--- src/rtl/irq_hub_pkg.sv ---
package irq_hub_pkg;

  localparam int MAX_LINES = 32;
  localparam int MODE_W    = 2;

  typedef enum logic [MODE_W-1:0] {
    TRIG_LVL_HI = 2'd0,
    TRIG_RISE   = 2'd1,
    TRIG_FALL   = 2'd2,
    TRIG_LVL_LO = 2'd3
  } trig_mode_e;

  function automatic trig_mode_e mode_of(input logic [MAX_LINES*MODE_W-1:0] modes,
                                         input int idx);
    return trig_mode_e'(modes[idx*MODE_W +: MODE_W]);
  endfunction

endpackage

--- src/rtl/irq_hub_detect.sv ---
module irq_hub_detect
  import irq_hub_pkg::*;
#(
  parameter int                               N     = 8,
  parameter logic [MAX_LINES*MODE_W-1:0]      MODES = '0
) (
  input  logic         clk,
  input  logic         rst_n,
  input  logic [N-1:0] lines,
  output logic [N-1:0] trig
);

  for (genvar i = 0; i < N; i++) begin : g_line
    localparam trig_mode_e M = mode_of(MODES, i);
    if (M == TRIG_RISE || M == TRIG_FALL) begin : g_edge
      logic prev_q;
      always_ff @(posedge clk) begin
        prev_q <= lines[i];
      end
      if (M == TRIG_RISE) begin : g_rise
        assign trig[i] = lines[i] & ~prev_q & rst_n;
      end else begin : g_fall
        assign trig[i] = ~lines[i] & prev_q & rst_n;
      end
    end else if (M == TRIG_LVL_HI) begin : g_hi
      assign trig[i] = lines[i];
    end else begin : g_lo
      assign trig[i] = ~lines[i];
    end
  end

endmodule

--- src/rtl/irq_hub_mask.sv ---
module irq_hub_mask #(
  parameter int N = 8
) (
  input  logic         clk,
  input  logic         rst_n,
  input  logic [N-1:0] en_data,
  input  logic         en_wr,
  input  logic [N-1:0] dis_data,
  input  logic         dis_wr,
  output logic [N-1:0] mask_q
);

  logic [N-1:0] set_bits;
  logic [N-1:0] clr_bits;

  always_comb begin
    set_bits = en_wr  ? en_data  : '0;
    clr_bits = dis_wr ? dis_data : '0;
  end

  always_ff @(posedge clk) begin
    if (!rst_n) begin
      mask_q <= '0;
    end else begin
      mask_q <= (mask_q | set_bits) & ~clr_bits;
    end
  end

endmodule

--- src/rtl/irq_hub_pend.sv ---
module irq_hub_pend #(
  parameter int N = 8
) (
  input  logic         clk,
  input  logic         rst_n,
  input  logic [N-1:0] trig,
  input  logic [N-1:0] mask,
  input  logic [N-1:0] clr_data,
  input  logic         clr_wr,
  output logic [N-1:0] pend_q
);

  logic [N-1:0] clr_bits;
  logic [N-1:0] new_bits;

  always_comb begin
    clr_bits = clr_wr ? clr_data : '0;
    new_bits = trig & mask;
  end

  always_ff @(posedge clk) begin
    if (!rst_n) begin
      pend_q <= '0;
    end else begin
      pend_q <= (pend_q & ~clr_bits) | new_bits;
    end
  end

endmodule

--- src/rtl/irq_hub.sv ---
module irq_hub
  import irq_hub_pkg::*;
#(
  parameter int                          NUM_LINES  = 8,
  parameter logic [MAX_LINES*MODE_W-1:0] LINE_MODES = '0
) (
  input  logic                 clk,
  input  logic                 rst_n,
  input  logic [NUM_LINES-1:0] irq_lines,
  input  logic [NUM_LINES-1:0] en_data,
  input  logic                 en_wr,
  input  logic [NUM_LINES-1:0] dis_data,
  input  logic                 dis_wr,
  input  logic [NUM_LINES-1:0] clr_data,
  input  logic                 clr_wr,
  output logic [NUM_LINES-1:0] mask_o,
  output logic [NUM_LINES-1:0] pend_o,
  output logic                 irq_o
);

  logic [NUM_LINES-1:0] trig_w;
  logic [NUM_LINES-1:0] mask_w;
  logic [NUM_LINES-1:0] pend_w;
  logic                 irq_q;

  irq_hub_detect #(.N(NUM_LINES), .MODES(LINE_MODES)) u_detect (
    .clk   (clk),
    .rst_n (rst_n),
    .lines (irq_lines),
    .trig  (trig_w)
  );

  irq_hub_mask #(.N(NUM_LINES)) u_mask (
    .clk      (clk),
    .rst_n    (rst_n),
    .en_data  (en_data),
    .en_wr    (en_wr),
    .dis_data (dis_data),
    .dis_wr   (dis_wr),
    .mask_q   (mask_w)
  );

  irq_hub_pend #(.N(NUM_LINES)) u_pend (
    .clk      (clk),
    .rst_n    (rst_n),
    .trig     (trig_w),
    .mask     (mask_w),
    .clr_data (clr_data),
    .clr_wr   (clr_wr),
    .pend_q   (pend_w)
  );

  always_ff @(posedge clk) begin
    if (!rst_n) begin
      irq_q <= 1'b0;
    end else begin
      irq_q <= |(pend_w & mask_w);
    end
  end

  assign mask_o = mask_w;
  assign pend_o = pend_w;
  assign irq_o  = irq_q;

endmodule

--- config.mk ---
export PLATFORM = sky130hd
export DESIGN_NAME = irq_hub
export DESIGN_NICKNAME = d
export VERILOG_FILES = /design/src/rtl/irq_hub_pkg.sv /design/src/rtl/irq_hub_detect.sv /design/src/rtl/irq_hub_mask.sv /design/src/rtl/irq_hub_pend.sv /design/src/rtl/irq_hub.sv
export SDC_FILE = /design/constraint.sdc
export NUM_CORES = 1
export LEC_CHECK = 0
export ABC_AREA = 1
export BUFFER_PORTS_ARGS = -buffer_cell sky130_fd_sc_hd__buf_2
export CAP_MARGIN = 20
export CELL_PAD_IN_SITES_DETAIL_PLACEMENT = 1
export CELL_PAD_IN_SITES_GLOBAL_PLACEMENT = 2
export CORE_MARGIN = 2
export CORE_UTILIZATION = 19
export DETAILED_ROUTE_END_ITERATION = 12
export HOLD_SLACK_MARGIN = 0.1
export PLACE_DENSITY_LB_ADDON = 0.1
export REMOVE_ABC_BUFFERS = 1
export SYNTH_ARGS = -nofsm -noshare
export SYNTH_HDL_FRONTEND = slang
export SYNTH_SLANG_ARGS = --single-unit
--- constraint.sdc ---
create_clock -name clk -period 1.1 [get_ports clk]
set_input_delay 0.165 -clock clk [delete_from_list [all_inputs] [get_ports clk]]
set_output_delay 0.165 -clock clk [all_outputs]
set_load 0.01 [all_outputs]
==> out/summary.txt, run 1 <==
outcome = complete, no violations
crit-path max FO = 4
Worst Clk Skew = 0.0003767 ns
flops & latches, synth = 17
First-pass DRT Iterations = 4
Final ANT Viol Nets = 0
Syn. warnings = 0
Hold Buf Count CTS = 0
mean cell area of the mapped netlist = 6.975 um2
DP Wirelength = 1780 um
Final period util = 0.8611
slew margin rel. = 0.8616
GR Util All Layers = 0.1161
Die Area = 4211 um2
Worst VDD drop = 591.1 uV
post-layout minimum cycle time = 0.9472 ns
post-route design area = 1036 um2
WL final = 2267 um
ant diodes = 0
met3 Track Usage GR = 0.04861
Post-Synthesis Cells = 101
gpl congestion = 0.7034
slowest cell on the critical path = dfxtp_1
fin nets = 192
total number of vias = 805
critical path type = reg2out
I/O Buffers = 53
number of buffers created by CTS = 3
Fin. Hold Viols = 0
Seq/Total Area, Yosys = 0.4831
antenna violations before repair = 0
GR Overflow Total = 0
Std-Cell Core Area = 3606 um2
# clock sinks = 17
placed inst area = 991.0 um2
CTS Buffer Depth = 2
vias per cell = 3.985
WL/cell = 11.22 um
Die Y = 64.89 um
RSZ-0062 raised after global routing = false
mapped cell area = 704.4 um2
# IOs = 54
share of cells above drive strength 1 = 0.3766
Distinct cells, synth = 8
Worst Path Buf+Inv = 1
CP peak stage delay = 0.38 ns
GR Util met1 = 0.1468
pwr dens = 1277 nW/um2
Synth top area share = 0.4831
H-tree depth = 1
CP top delay family = flip-flops
largest net degree at the start of global routing = 10
FP Rows = 22
Peak Freq = 1056 MHz
Synth area leaders = dfxtp_1, nand2_1, a21oi_1
Clk Tree Root Cell = clkbuf_8
crit-path cells = buf_2
startpoint types = register
number of DRC markers in iteration 0 = 26
grt met2 use = 0.1843
post_cts resized = 0
Residual DRC = 0
first-pass GRT wire length = 3594 um
final setup fails = 0
total power = 1.323 mW
Most Used Layer, Global Route = met2
Clock transition at path regs = 0.07 ns
P_leak = 0.5373 nW
Worst Setup End Kind = output port
initial core utilization = 0.1954
worst path arrival time = 0.78 ns
die width = 64.89 um
CTS tree = done
Skew-Pair Late Insertion Delay = 0.25 ns
Worst Hold Slack = 0.1450 ns
worst path required time = 0.94 ns
number of max-cap violations = 0
vias in the first global route = 773
leading area contributor after synthesis = dfxtp_1
setup tns final = 0 ns
HP Class = in2reg
Least-Margin Pin Slew = 0.2073 ns
Layout Area Growth over Synthesis = 47.07%
fin. max-slew vios = 0
postcts setup bufs = 0
==> sequential cells by signal, summed over array words and instances, names as in the netlist <==
name           cells
u_pend.pend_q      8
irq_o              1
u_mask.mask_q      8
==> worst paths after layout <==
path / start / to / slack, ns / cells after the start
max: u_mask.mask_q[7] / mask_o[7] / 0.15 / 1
min: en_data[0] / u_mask.mask_q[0] / 0.15 / 3
max reg2reg: u_mask.mask_q[1] / irq_o / 0.33 / 4
min reg2reg: u_pend.pend_q[2] / u_pend.pend_q[2] / 0.48 / 2
==> cells in the mapped netlist, drive strengths merged <==
cell   count
nand2     52
a21oi     17
dfxtp     17
nor2      10
buf        4
inv        1
==> through the flow <==
stage | util | instances | setup slack [ns]
3_5_place_dp | 0.2748 | 198 | 0.3218
3_3_place_gp | 0.2748 | 198 | 0.3157
6_report | 0.2873 | 202 | 0.1528
2_1_floorplan | - | 97 | 0.3773
5_1_grt | 0.2873 | 202 | 0.08685
4_1_cts | 0.2873 | 202 | 0.1351
==> area by class of cell <==
type                            instances  area [um2]
Clock buffer                            4       45.04
Multi-Input combinational cell         79       321.6
Fill cell                             481        2570
Sequential cell                        17       340.3
Timing Repair Buffer                   53       265.3
Tap cell                               48       60.06
Inverter                                1       3.754
==> layout by cell type (no fill, tap or decap), drive strengths merged <==
master,netlist,final
inv,1,1
dfxtp,17,17
nor2,10,10
nand2,52,52
buf,4,53
clkbuf,0,4
a21oi,17,17
==> per-layer routing <==
layer	routed length, um	vias to the layer above
met4	18	0
met3	178	2
li1	-	420
met5	0	-
met1	1010	353
met2	1060	30
==> report_power, final <==
group	switching [mW]	total [mW]	internal, mW
sequential	0.0231	0.667	0.644
combinational	0.0966	0.188	0.0919
clock	0.211	0.467	0.257
total	0.330	1.32	0.993
==> cell families (layout without fill, tap and decap cells) <==
logic type             Yosys count  after routing  share of synthesized area
AND/OR/NAND/NOR                 62             62                     0.3304
AO/OA/AOI/OAI                   17             17                     0.1261
buffers and inverters            5             58                    0.06038
flip-flops                      17             17                     0.4831
Power figures use the tool's default switching activity.
==> inputs of run 2 (changes only) <==
ABC_AREA = default   (was 1)
BUFFER_PORTS_ARGS = default   (was -buffer_cell sky130_fd_sc_hd__buf_2)
CORE_UTILIZATION = 32   (was 19)
DONT_BUFFER_PORTS = 1   (was default)
==> out/summary.txt, run 2 <==
outcome = complete, no violations
mapped cell area = 673.1 um2
Worst Clk Skew = 0.001661 ns
Post-Route M1 WL = 865 um
WL/cell = 16.44 um
# IOs = 54
final setup fails = 0
Least-Margin Pin Slew = 0.3619 ns
GR Util All Layers = 0.1843
top-count cell post-synth = dfxtp_1
setup tns final = 0 ns
Clock transition at path regs = 0.10 ns
vias in the first global route = 704
most common cell after layout, fill and taps aside = dlygate4sd3_1
fillcell total = 218
I/O Buffers = 0
Layout Area Growth over Synthesis = 56.51%
pwr dens = 1141 nW/um2
RSZ-0062 raised after global routing = false
CTS Buffer Depth = 2
commonest cells after routing, fill and taps aside = dlygate4sd3_1, dfxtp_1, a21oi_1, nand2_1, a21bo_1
H-tree depth = 1
Post-Synthesis Cells = 67
number of max-cap violations = 0
fin cells = 129
slew margin rel. = 0.7580
# clock sinks = 17
Placed Cells = 90
hold path endpoint = u_pend.pend_q[5]
Std-Cell Core Area = 1982 um2
worst path arrival time = 1.22 ns
Seq/Total Area, Yosys = 0.5056
startpoint types = input pin
GR Overflow Total = 0
gpl congestion = 0.6784
First-pass DRT Iterations = 4
ant diodes = 0
CP peak stage delay = 0.75 ns
antenna violations before repair = 0
reg-to-reg setup timing slack = 0.20 ns
WL final = 2121 um
reg2reg path depth = 2
Post-synth EDFFs = 0
DR top layer = met4
Final ANT Viol Nets = 0
Residual DRC = 0
critical path type = in2reg
post-layout minimum cycle time = 1.012 ns
total number of vias = 678
Die Area = 2487 um2
number of DRC markers in iteration 0 = 6
top cells by count, synth = dfxtp_1, a21oi_1, a21bo_1, nand2_1, a211oi_1
leading area contributor after synthesis = dfxtp_1
WHS Path Cells = 2
first-pass GRT wire length = 3408 um
die width = 49.87 um
Synth area leaders = dfxtp_1, a21bo_1, a21oi_1
Skew-Pair Late Insertion Delay = 0.29 ns
Syn. warnings = 0
Post-synth top flop = dfxtp_1
worst flop-to-flop path startpoint = u_mask.mask_q[5]
Worst Hold Launch = rst_n
Synth top area share = 0.5056
Final period util = 0.9198
Distinct cells, synth = 13
asr flop ratio synth = 0
share of cells above drive strength 1 = 0.06863
P_leak = 0.3723 nW
metal2 WL = 1076 um
Die Y = 49.87 um
Worst R2R End = irq_o
metal3 WL = 146 um
post_cts resized = 0
worst path required time = 1.31 ns
Worst VDD drop = 620.6 uV
Worst Setup End Kind = register
crit-path cells = dlygate4sd3_1 > a21oi_1 > a211oi_1
Fin. Hold Viols = 0
fin nets = 140
fin. max-slew vios = 0
slowest cell on the critical path = dlygate4sd3_1
number of buffers created by CTS = 3
crit-path max FO = 8
FP Rows = 16
mean cell area of the mapped netlist = 10.05 um2
flops & latches, synth = 17
Peak Freq = 988.4 MHz
vias per cell = 5.256
largest net degree at the start of global routing = 18
HP Class = in2reg
Clk Tree Root Cell = clkbuf_4
initial core utilization = 0.3396
CTS tree = done
-- run 2: kinds of logic after synthesis --
group           Yosys count  synth area share
flops                    17            0.5056
buf+inv                   5           0.05202
simple gates              8           0.04461
compound gates           37            0.3978
-- run 2: area by class of cell --
cell class / instances / area [um2] / share of cell area
clock inverters: 1 / 5.005 / 0.004751
repair buffers: 35 / 350.3 / 0.3325
well taps: 27 / 33.78 / 0.03207
inverters: 1 / 3.754 / 0.003563
multi-input cells: 45 / 297.8 / 0.2827
flip-flops and latches: 17 / 340.3 / 0.3230
clock buffers: 3 / 22.52 / 0.02138
-- run 2: worst max-delay path by stage --
stage	endpoint	cells past startpoint	from	slack, ns
2_1_floorplan	irq_o	2	u_mask.mask_q[4]	0.33
3_3_place_gp	irq_o	2	u_mask.mask_q[5]	0.21
3_5_place_dp	irq_o	2	u_mask.mask_q[5]	0.19
4_1_cts	u_mask.mask_q[2]	3	en_wr	0.10
5_1_grt	u_mask.mask_q[4]	3	en_wr	0.008
6_report	u_mask.mask_q[3]	3	en_wr	0.09
-- run 2: per-layer routing --
| layer | vias to the layer above | global-route usage |
|---|---|---|
| met2 | 35 | 0.3156 |
| met5 | - | 0 |
| li1 | 320 | - |
| met3 | 4 | 0.05455 |
| met1 | 319 | 0.2094 |
| met4 | 0 | 0.08333 |
-- run 2: what timing repair did --
| action | 4_1_cts | 5_1_grt |
|---|---|---|
| hold buffers | 35 | 0 |
| buffers inserted | 0 | 0 |
| hold endpoints to repair | 16 | 0 |
-- run 2: power by group --
part	switching [mW]	total [mW]	internal, mW	leakage [nW]
clock network	0.206	0.341	0.135	0.0177
registers	0.0420	0.686	0.644	0.139
logic	0.0636	0.175	0.112	0.216
-- run 2: stage by stage --
stage / instance area [um2] / utilization / total power, mW / setup WS, ns / hold WS [ns]
after global routing: 1054 / 0.5316 / 1.270 / 0.008310 / 0.1758
final: 1054 / 0.5316 / 1.202 / 0.08822 / 0.1434
after floorplan: 641.9 / - / 0.7412 / 0.3338 / 0.2575
after CTS: 1054 / 0.5316 / 1.217 / 0.1036 / 0.1509
after global placement: 675.6 / 0.3409 / 0.7572 / 0.2057 / 0.2627
after detailed placement: 675.6 / 0.3409 / 0.7596 / 0.1930 / 0.2609
-- run 2: worst max-delay path: cells and delay by family --
kind	cells	cell delay [ns]
AOI/OAI and AO/OA	2	0.31
buffers and inverters	1	0.75
